`config.mk`:
```
export PLATFORM = sky130hd
export DESIGN_NAME = t1_rx_strobe_gen
export DESIGN_NICKNAME = d
export VERILOG_FILES = /design/src/rtl/t1RxPkg.sv /design/src/rtl/t1RxCtrl.sv /design/src/rtl/t1RxDatapath.sv /design/src/rtl/t1_rx_strobe_gen.sv
export SDC_FILE = /design/constraint.sdc
export NUM_CORES = 1
export LEC_CHECK = 0
export BUFFER_PORTS_ARGS = -buffer_cell sky130_fd_sc_hd__buf_2
export CAP_MARGIN = 20
export CORE_UTILIZATION = 43
export DETAILED_ROUTE_END_ITERATION = 16
export GPL_TIMING_DRIVEN = 0
export HOLD_SLACK_MARGIN = 0.05
export SYNTH_ARGS = -nofsm -noshare
export SYNTH_HDL_FRONTEND = slang
export SYNTH_SLANG_ARGS = --single-unit
```
`constraint.sdc`:
```
create_clock -name clk -period 4.3 [get_ports clk]
set_input_delay 1.29 -clock clk [delete_from_list [all_inputs] [get_ports clk]]
set_output_delay 1.29 -clock clk [all_outputs]
set_load 0.01 [all_outputs]
```
`src/rtl/t1RxPkg.sv`:
```
package t1RxPkg;
  localparam int CH_NUM     = 24;
  localparam int CH_W       = 8;
  localparam int MF_LEN     = 12;
  localparam int SIG_FRM_A  = 5;   // zero-based index of frame 6
  localparam int SIG_FRM_B  = 11;  // zero-based index of frame 12
  localparam int FRAME_BITS = 1 + CH_NUM * CH_W;
  localparam int BIT_CW     = $clog2(FRAME_BITS);
  localparam int CH_IW      = $clog2(CH_NUM);
  localparam int CH_SH      = $clog2(CH_W);
  localparam int FRM_IW     = $clog2(MF_LEN);

  typedef struct packed {
    logic              framing;
    logic              chanLsb;
    logic [CH_IW-1:0]  chan;
    logic              secondBit;
    logic              sigFrame;
    logic              mfStart;
  } slotStrobeT;

  typedef struct packed {
    logic [CH_NUM-1:0] mask;
    logic              multiMode;
    logic              dblWide;
  } cfgT;
endpackage

```
`src/rtl/t1RxCtrl.sv`:
```
module t1RxCtrl
  import t1RxPkg::*;
(
  input  logic              clk,
  input  logic              rstN,
  input  logic              resync,
  input  logic              wrEn,
  input  logic [CH_NUM-1:0] wrMask,
  input  logic              wrMultiMode,
  input  logic              wrDblWide,
  output slotStrobeT        slotNext,
  output cfgT               cfgNext,
  output logic [BIT_CW-1:0] curBit
);
  localparam logic [BIT_CW-1:0] LAST_BIT = BIT_CW'(FRAME_BITS - 1);
  localparam logic [FRM_IW-1:0] LAST_FRM = FRM_IW'(MF_LEN - 1);

  logic [BIT_CW-1:0] bitCnt, bitNext, offs;
  logic [FRM_IW-1:0] frmCnt, frmNext;
  cfgT pendCfg, actCfg;

  // next position in the frame / multiframe
  always_comb begin
    if (resync) begin
      bitNext = '0;
      frmNext = '0;
    end else if (bitCnt == LAST_BIT) begin
      bitNext = '0;
      frmNext = (frmCnt == LAST_FRM) ? '0 : frmCnt + 1'b1;
    end else begin
      bitNext = bitCnt + 1'b1;
      frmNext = frmCnt;
    end
  end

  // pending configuration becomes active on entry to a framing bit
  assign cfgNext = (bitNext == '0) ? pendCfg : actCfg;

  always_ff @(posedge clk) begin
    if (!rstN) begin
      bitCnt  <= '0;
      frmCnt  <= '0;
      actCfg  <= '0;
      pendCfg <= '0;
    end else begin
      bitCnt <= bitNext;
      frmCnt <= frmNext;
      actCfg <= cfgNext;
      if (wrEn) pendCfg <= '{mask: wrMask, multiMode: wrMultiMode, dblWide: wrDblWide};
    end
  end

  // strobes describing the slot the counters are about to enter
  assign offs               = bitNext - 1'b1;
  assign slotNext.framing   = (bitNext == '0);
  assign slotNext.chanLsb   = (bitNext != '0) && (&offs[CH_SH-1:0]);
  assign slotNext.chan      = offs[CH_SH +: CH_IW];
  assign slotNext.secondBit = (bitNext == BIT_CW'(1));
  assign slotNext.sigFrame  = (frmNext == FRM_IW'(SIG_FRM_A)) || (frmNext == FRM_IW'(SIG_FRM_B));
  assign slotNext.mfStart   = (frmNext == '0);
  assign curBit             = bitCnt;

  a_r7_resync_aligns: assert property (@(posedge clk) disable iff (!rstN)
    resync |=> (bitCnt == '0) && (frmCnt == '0));
  a_r2_bit_range: assert property (@(posedge clk) disable iff (!rstN)
    bitCnt <= LAST_BIT);
  a_r4_frame_wrap: assert property (@(posedge clk) disable iff (!rstN)
    (bitCnt == LAST_BIT && frmCnt == LAST_FRM && !resync) |=> (frmCnt == '0));
  a_r8_cfg_at_boundary: assert property (@(posedge clk) disable iff (!rstN)
    (bitCnt != '0) |-> $stable(actCfg));
endmodule

```
`src/rtl/t1RxDatapath.sv`:
```
module t1RxDatapath
  import t1RxPkg::*;
(
  input  logic       clk,
  input  logic       rstN,
  input  slotStrobeT slotNext,
  input  cfgT        cfgNext,
  output logic       chClk,
  output logic       syncOut,
  output logic       chBlk
);
  logic [CH_NUM-1:0] chanHit;
  logic blkNext, syncNext;

  for (genvar i = 0; i < CH_NUM; i++) begin : gChanDec
    assign chanHit[i] = (slotNext.chan == CH_IW'(i));
  end

  assign blkNext = !slotNext.framing && (|(chanHit & cfgNext.mask));

  always_comb begin
    if (cfgNext.multiMode)
      syncNext = slotNext.framing && slotNext.mfStart;
    else
      syncNext = slotNext.framing ||
                 (cfgNext.dblWide && slotNext.sigFrame && slotNext.secondBit);
  end

  always_ff @(posedge clk) begin
    if (!rstN) begin
      chClk   <= 1'b0;
      syncOut <= 1'b0;
      chBlk   <= 1'b0;
    end else begin
      chClk   <= slotNext.chanLsb;
      syncOut <= syncNext;
      chBlk   <= blkNext;
    end
  end

  a_r2_chclk_single: assert property (@(posedge clk) disable iff (!rstN)
    chClk |=> !chClk);
  a_r5_sync_max_two: assert property (@(posedge clk) disable iff (!rstN)
    (syncOut && $past(syncOut)) |=> !syncOut);
endmodule

```
`src/rtl/t1_rx_strobe_gen.sv`:
```
module t1_rx_strobe_gen
  import t1RxPkg::*;
(
  input  logic              clk,
  input  logic              rstN,
  input  logic              resync,
  input  logic              wrEn,
  input  logic [CH_NUM-1:0] wrMask,
  input  logic              wrMultiMode,
  input  logic              wrDblWide,
  output logic              chClk,
  output logic              syncOut,
  output logic              chBlk
);
  slotStrobeT        slotNext;
  cfgT               cfgNext;
  logic [BIT_CW-1:0] curBit;

  t1RxCtrl uCtrl (
    .clk(clk), .rstN(rstN), .resync(resync), .wrEn(wrEn), .wrMask(wrMask),
    .wrMultiMode(wrMultiMode), .wrDblWide(wrDblWide),
    .slotNext(slotNext), .cfgNext(cfgNext), .curBit(curBit)
  );

  t1RxDatapath uData (
    .clk(clk), .rstN(rstN), .slotNext(slotNext), .cfgNext(cfgNext),
    .chClk(chClk), .syncOut(syncOut), .chBlk(chBlk)
  );

  a_r6_quiet_framing: assert property (@(posedge clk) disable iff (!rstN)
    (curBit == '0) |-> (!chBlk && !chClk));
endmodule

```
Word level (Yosys, flattened, before mapping) --
Cells that the tools add are included.
Word-level totals: logic and storage cells 64, bits in registers 67, bits of input ports 30
Cells by class: multiplexer cells 7, eq/ne operators 28, add/sub/neg operators 3, bitwise gates (word level) 1, reductions and logical operators 14
Operator list (number):
- 5-bit by 4-bit == test with 1-bit output (second input constant) | 8
- 5-bit == test (second input constant) | 8
- 26-bit 2-to-1 mux | 1
- 24-bit AND | 1
- 24-bit OR reduction | 1
- 5-bit by 3-bit == test with 1-bit output (second input constant) | 4
- 8-bit 2-to-1 mux | 2
- 4-bit 2-to-1 mux | 3
- 5-bit by 2-bit == test with 1-bit output (second input constant) | 2
- 8-bit by 1-bit adder with 8-bit output (second input constant) | 1
- 4-bit == test (second input constant) | 2
- 8-bit by 1-bit == test with 1-bit output (second input constant) | 1
- 8-bit == test (second input constant) | 1
- 8-bit zero test | 1
- 8-bit nonzero test | 1
- 8-bit by 1-bit subtractor with 8-bit output (second input constant) | 1
- 5-bit by 1-bit == test with 1-bit output (second input constant) | 1
- 1-bit logical AND | 5
- 5-bit zero test | 1
- 4-bit by 1-bit adder with 4-bit output (second input constant) | 1
- 4-bit by 3-bit == test with 1-bit output (second input constant) | 1
- 4-bit zero test | 1
- 3-bit AND reduction | 1
- 1-bit logical OR | 2
- other kinds (2) | 2

Depth between registers and ports, before layout --
Gate-level depths: netlist of the first run.
depth after elaboration 10, gate-level depth with buffers 14, gate-level depth less buffers 11

Modules after synthesis --
A second synthesis of the first run with hierarchy kept.
Unflattened totals: cells, all modules 373, area, all modules 3649.8 µm²
Modules (own cells, without submodules):
- t1RxCtrl | times used 1, cells an instance 340, area an instance 3293.2 µm²
- t1RxDatapath | times used 1, cells an instance 33, area an instance 356.6 µm²

Least setup slack after synthesis of the first run --
Ideal clock, no wire load.
path kind input to register, start input port resync, end register uData.chBlk, arrival 3125 ps, cell stages on the path 10, setup slack 1047 ps, setup time 127 ps, path through clkbuf_1 inv_1 o21a_1 o21ai_0 or2_2 and2_1 a221oi_1 a21oi_1 nor4_1 nor4_1
On the way: cells in the longest elaborated chain, start to end 6, elaborated cells on any way between the ends 32, classes of those cells add/sub (1); eq/ne (23); mux (2); bitwise (1); reduce/logical (5)
Ends and longest elaborated chain:
- start: declaration | RTL line t1_rx_strobe_gen.sv:6 | input logic resync,
- 8-bit 2-to-1 mux * | RTL line t1RxCtrl.sv:24 | if (resync) begin
- 8-bit by 1-bit subtractor with 8-bit output or 8-bit zero test (tied branches) | RTL line t1RxCtrl.sv:54, t1RxCtrl.sv:37, t1RxCtrl.sv:55
- 5-bit by 1-bit == test with 1-bit output, or another cell as far along | RTL line t1RxDatapath.sv:16 | assign chanHit[i] = (slotNext.chan == CH_IW'(i));
- 24-bit AND | RTL line t1RxDatapath.sv:19 | assign blkNext = !slotNext.framing && (|(chanHit & cfgNext.mask));
- 24-bit OR reduction | RTL line t1RxDatapath.sv:19
- 1-bit logical AND * | RTL line t1RxDatapath.sv:19
- end signal: assignment | RTL line t1RxDatapath.sv:37 | chBlk <= blkNext;
- end: declaration | RTL line t1RxDatapath.sv:10 | output logic chBlk
Mark *: on every way between the ends. The rest lies on a longest branch, timed or not. A chain may end at the register's enable or synchronous reset.

Worst setup path in the final report of the first run --
start register uCtrl.bitCnt[0] (netlist: uCtrl.curBit[0]), end register uData.chBlk
On the way: cells in the longest elaborated chain, start to end 8, elaborated cells on any way between the ends 35, classes of those cells add/sub (2); eq/ne (24); mux (3); bitwise (1); reduce/logical (5)
Ends and longest elaborated chain:
- start: declaration | RTL line t1RxCtrl.sv:18 | logic [BIT_CW-1:0] bitCnt, bitNext, offs;
- start signal: assignment | RTL line t1RxCtrl.sv:46 | bitCnt <= bitNext;
- 8-bit by 1-bit adder with 8-bit output or 8-bit == test (tied branches) | RTL line t1RxCtrl.sv:31, t1RxCtrl.sv:27
- 8-bit 2-to-1 mux * | RTL line t1RxCtrl.sv:27 | end else if (bitCnt == LAST_BIT) begin
- 8-bit 2-to-1 mux * | RTL line t1RxCtrl.sv:24
- 8-bit by 1-bit subtractor with 8-bit output or 8-bit zero test (tied branches) | RTL line t1RxCtrl.sv:54, t1RxCtrl.sv:37, t1RxCtrl.sv:55
- 5-bit by 1-bit == test with 1-bit output, or another cell as far along | RTL line t1RxDatapath.sv:16
- 24-bit AND | RTL line t1RxDatapath.sv:19
- 24-bit OR reduction | RTL line t1RxDatapath.sv:19
- 1-bit logical AND * | RTL line t1RxDatapath.sv:19
Marked as above.

==> results of run 1 <==
[final timing paths]
check / start / cells after the start / endpoint / slack, ns
max: uCtrl.curBit[0]$_SDFF_PN0_ / 13 / uData.chBlk$_SDFF_PN0_ / 0.59
max reg2reg: uCtrl.curBit[0]$_SDFF_PN0_ / 13 / uData.chBlk$_SDFF_PN0_ / 0.59
min reg2reg: uCtrl.actCfg[3]$_SDFF_PN0_ / 2 / uCtrl.actCfg[3]$_SDFF_PN0_ / 0.45
min: uCtrl.actCfg[3]$_SDFF_PN0_ / 2 / uCtrl.actCfg[3]$_SDFF_PN0_ / 0.45
[cell families (layout without fill, tap and decap cells)]
| family | count (synthesis) | count (layout) | share of synthesized area [%] |
|---|---|---|---|
| AOI/OAI and AO/OA | 77 | 77 | 16.87 |
| xor gates and xnor gates | 9 | 9 | 2.471 |
| adders and majority gates | 3 | 3 | 1.177 |
| buffers and inverters | 28 | 74 | 3.962 |
| DFF | 67 | 67 | 42.06 |
| muxes | 34 | 34 | 11.02 |
| and+or+nand+nor | 155 | 155 | 22.44 |
[layout by cell type (no fill, tap or decap), types with 9 or more instances in the layout]
cell	instances
a21oi_1	33
and2_1	9
buf_2	34
clkbuf_1	14
clkbuf_8	10
dfxtp_1	67
mux2i_1	28
nand2_1	56
nand3_1	9
nor2_1	46
nor3_1	12
[synth_stat cells, types with 2 or more instances]
library cell / count
o21ai_0: 6
nor4b_1: 2
or2_2: 3
mux2_2: 5
inv_1: 5
nor3_1: 12
a311oi_1: 2
nand4_1: 2
a31oi_1: 2
ha_1: 3
a211oi_1: 2
nor2_1: 46
a22oi_1: 3
nand3_1: 9
or3_1: 3
xor2_1: 4
nor4_1: 2
buf_2: 4
and3_1: 5
and2_1: 9
buf_4: 2
a32oi_1: 2
nand2_1: 56
mux2i_1: 28
dfxtp_1: 67
xnor2_1: 5
o21a_1: 4
clkbuf_1: 13
o211ai_1: 2
a21o_1: 3
a221oi_1: 2
a21oi_1: 33
[flip-flops by register name, indices dropped and copies added, names as in the netlist]
signal / flops
uCtrl.actCfg: 26
uCtrl.pendCfg: 26
uCtrl.curBit: 8
uData.chClk: 1
uCtrl.frmCnt: 4
uData.chBlk: 1
uData.syncOut: 1
[where the power goes]
part           switching, W  leakage, nW  internal [W]
clock network      0.000232        0.123      0.000399
registers         0.0000136        0.548      0.000647
logic             0.0000798        0.819     0.0000568
[through the flow]
stage	cells	total power [W]	util, %	instance area [µm²]
after floorplan	373	0.0007678	-	3189
after global placement	502	0.0008093	48.01	3463
after detailed placement	502	0.0008119	48.01	3463
after CTS	518	0.001444	51.35	3705
after global routing	518	0.001496	51.35	3705
final	518	0.001428	51.35	3705
[worst max-delay path, cell delays in order, from the launching register on]
cell and delay [ns]:
dfxtp_1 0.39, buf_2 0.23, inv_1 0.11, ha_1 0.28
clkbuf_2 0.18, and4b_1 0.21, a22oi_1 0.56, o21ai_0 0.29
or2_2 0.40, and2_1 0.17, a221oi_1 0.28, a21oi_1 0.07
nor4_1 0.29, nor4_1 0.11
[per-layer routing]
layer | track usage [%] | vias to the layer above | part of all wire (%)
met5 | 0 | - | 0
met1 | 27.11 | 1265 | 49
met2 | 32.49 | 53 | 45
met4 | 8.651 | 0 | 2.3
li1 | - | 1395 | -
met3 | 4.713 | 13 | 4.5
[area by class of cell]
| type | count | area [µm²] | area share [%] |
|---|---|---|---|
| Clock inverter | 5 | 100.1 | 2.702 |
| Buffer | 22 | 103.9 | 2.803 |
| Clock buffer | 11 | 141.4 | 3.816 |
| Tap cell | 99 | 123.9 | 3.343 |
| Inverter | 6 | 22.52 | 0.6079 |
| Timing Repair Buffer | 30 | 150.1 | 4.053 |
| Multi-Input combinational cell | 278 | 1722 | 46.47 |
| Sequential cell | 67 | 1341 | 36.20 |
==> flow_summary.toml, run 1 <==
[run_status]
outcome = "completed"

[yosys]
syn_nets = 406
yosys_warnings = 0
ys_top_cells_by_area = "dfxtp_1 42%, mux2i_1 8.8%, nand2_1 6.6%"
synth_cells = 373
synth_flop_cell = "dfxtp_1"
synth.cell_area_um2 = 3189
synth_cell_types = 59
synthArstFlopShare_pct = 0
synth_top_area_share_pct = 42.06
ys_seq_area_share_pct = 42.06
ys_ff_latch = 67
yosysTopAreaCell = "dfxtp_1"
synth_edf_count = 0
avgSynthCellArea_um2 = 8.550

[detailed_routing]
drc = 0
dr.pass1.iters = 4
ant_nets = 0
viasPerCell = 5.263
vias = 2726
wl_um = 7229
wl_per_cell_um = 13.96
drt-initial-drc-count = 159

[grt]
grt_pass1_vias = 2499
track_usage_pct = 20.59
grt_max_degree = 12
grt_pass1_wl_um = 12090
antenna_found_initial = 0
overflow = 0

[layout]
diodes = 0
drive_gt1_share_pct = 16.95
fin_nets = 447
fillCellCount = 727
area_growth_pct = 16.16

[floorplan]
ioPinCount = 33
fp.dieW_um = 88.12
die_area_um2 = 7765
rows = 31
fp.dieH_um = 88.12
core_area_um2 = 7214
initial_core_util_pct = 44.21

[sta]
period_needed_ns = 3.712
setup_viol = 0
fin_worst_skew_ns = 0.007019
worst_slew_pin_slew_ns = 0.7119
fmax_ghz = 0.2694
final.setup.tns_ns = 0
rsz0062_at_grt = "no"
final_hold_viol_count = 0
period_share_pct = 86.33
hold_slack_ns = 0.4545
fin_ws_ns = 0.5878
relSlewSlack_pct = 51.31
drv_slew = 0

[placed_design]
dp_hpwl_um = 5233
dpl_worst_slack_ns = 0.6242
port_buffers = 30
routabilityCongestion = 0.8434

[cts]
cts_tree = "built"
cts_setup_buffers = 0
htree_num_levels = 3
numClockSinks = 67
cts_buffers = 9
clkSlewWorstSetupHoldPaths_ns = 0.07
clk_latency_ns = 0.34
root_buffer = "clkbuf_8"
cts_buffer_depth = 2
cts_hold_buf = 0
cts_resized = 0

[setup_path]
cp_max_fo = 10
crit_type = "reg -> reg"
arrival_ns = 3.92
cp.required_ns = 4.51
cp-start-kind = "flip-flop"
end_kind = "flip-flop"

[min_path]
hp-class = "reg -> reg"

[power]
p_leak_nw = 1.490
power.density_nw_per_um2 = 385.4
ir_drop_mv = 0.2003

[job]
drv_cap = 0
(Power assumes the default switching activity.)
==> run 2: changes to the inputs <==
Settings changed: REMOVE_ABC_BUFFERS from default to 1.
==> flow_summary.toml, run 2 (same netlist as run 1, synthesis figures left out) <==
[cts]
cts_buffer_depth = 2
numClockSinks = 67
clk_latency_ns = 0.35
cts_hold_buf = 0
cts_tree = "built"
htree_num_levels = 3
root_buffer = "clkbuf_8"
cts_buffers = 9
clkSlewWorstSetupHoldPaths_ns = 0.07

[placed_design]
dpl_worst_slack_ns = 0.3051
dp_hpwl_um = 4524
routabilityCongestion = 0.8389
port_buffers = 32
dp.cells = 483

[layout]
final_common_cell = "dfxtp_1"
instances_no_fill = 500
drive_gt1_share_pct = 16.96
layout_common_cells = "67 x dfxtp_1, 56 x nand2_1, 45 x nor2_1"
diodes = 0
area_growth_pct = 14.36
fin_nets = 429

[floorplan]
die_area_um2 = 7765
initial_core_util_pct = 44.21
ioPinCount = 33
fp.dieW_um = 88.12
rows = 31
core_area_um2 = 7214
fp.dieH_um = 88.12

[sta]
final_hold_viol_count = 0
hold_slack_ns = 0.4472
relSlewSlack_pct = 49.38
fin_worst_skew_ns = 0.005982
fin_ws_ns = 0.4387
period_needed_ns = 3.861
final.setup.tns_ns = 0
period_share_pct = 89.80
setup_viol = 0
rsz0062_at_grt = "no"
worst_slew_pin_slew_ns = 0.7592
fmax_ghz = 0.2590
drv_slew = 0

[detailed_routing]
viasPerCell = 5.256
wl_um = 6835
drt-initial-drc-count = 127
dr.pass1.iters = 6
vias = 2628
drc = 0
ant_nets = 0
wl_per_cell_um = 13.67

[grt]
antenna_found_initial = 0
grt_pass1_wl_um = 11510
overflow = 0
grt_max_degree = 35
grt_pass1_vias = 2442
track_usage_pct = 19.42

[setup_path]
crit_slowest_cell = "dfxtp_1"
cp.required_ns = 4.53
arrival_ns = 4.09
crit_chain = "inv_1, ha_1, or2_2, o32ai_1, o21ai_0, xor2_1, nor4b_1, a21boi_0, a211oi_1, nor4_1, nor4_1"
crit_top_cell = "nor4_1"
crit_type = "reg -> reg"
cp-start-kind = "flip-flop"
end_kind = "flip-flop"
max_stage_delay_ns = 0.58
cp_max_fo = 13

[power]
ir_drop_mv = 0.2946
p_leak_nw = 1.452
power.density_nw_per_um2 = 392.2

[job]
drv_cap = 0

[min_path]
hp-class = "reg -> reg"

[run_status]
outcome = "completed"
==> run 2: layout make-up <==
cell class                      instances  area [µm²]
Clock buffer                           11       141.4
Clock inverter                          5       100.1
Fill cell                             731        3567
Inverter                                6       22.52
Multi-Input combinational cell        279        1738
Sequential cell                        67        1341
Tap cell                               99       123.9
Timing Repair Buffer                   33       180.2
==> run 2: metrics by stage <==
stage	area, µm²	power, W	util, %
floorplan	3085	0.0007557	-
global placement	3369	0.0008004	46.70
detailed placement	3392	0.0008047	47.02
CTS	3633	0.001440	50.36
global route	3647	0.001493	50.56
finish	3647	0.001430	50.56
==> run 2: report_power, final <==
group | switching [W] | internal (W)
registers | 0.0000154 | 0.000647
logic | 0.0000752 | 0.0000552
clock network | 0.000239 | 0.000399
==> run 2: final timing paths <==
kind,startpoint,end,cells past startpoint,slack (ns)
max,uCtrl.curBit[0]$_SDFF_PN0_,uData.chBlk$_SDFF_PN0_,11,0.44
min,uCtrl.pendCfg[20]$_SDFFE_PN0P_,uCtrl.actCfg[20]$_SDFF_PN0_,2,0.45
max reg2reg,uCtrl.curBit[0]$_SDFF_PN0_,uData.chBlk$_SDFF_PN0_,11,0.44
min reg2reg,uCtrl.pendCfg[20]$_SDFFE_PN0P_,uCtrl.actCfg[20]$_SDFF_PN0_,2,0.45
==> run 2: what timing repair did <==
action                                  CTS  global route
gates resized for setup                   0             1
buffers inserted                          0             0
endpoints found under the setup margin    0             1
==> run 2: critical path, delay by kind of cell (launching register included) <==
family	cells	cell delay, ns
DFF	1	0.58
xor gates and xnor gates	1	0.42
AOI/OAI and AO/OA	4	0.78
and+or+nand+nor	4	1.37
adders and majority gates	1	0.43
buffers and inverters	1	0.14
==> run 2: per-layer routing <==
layer	up-vias	wire length, µm	global-route usage (%)
met2	42	2937	28.68
met3	17	200	4.807
met4	0	172	10.56
li1	1364	-	-
met5	-	0	0
met1	1205	3524	26.01
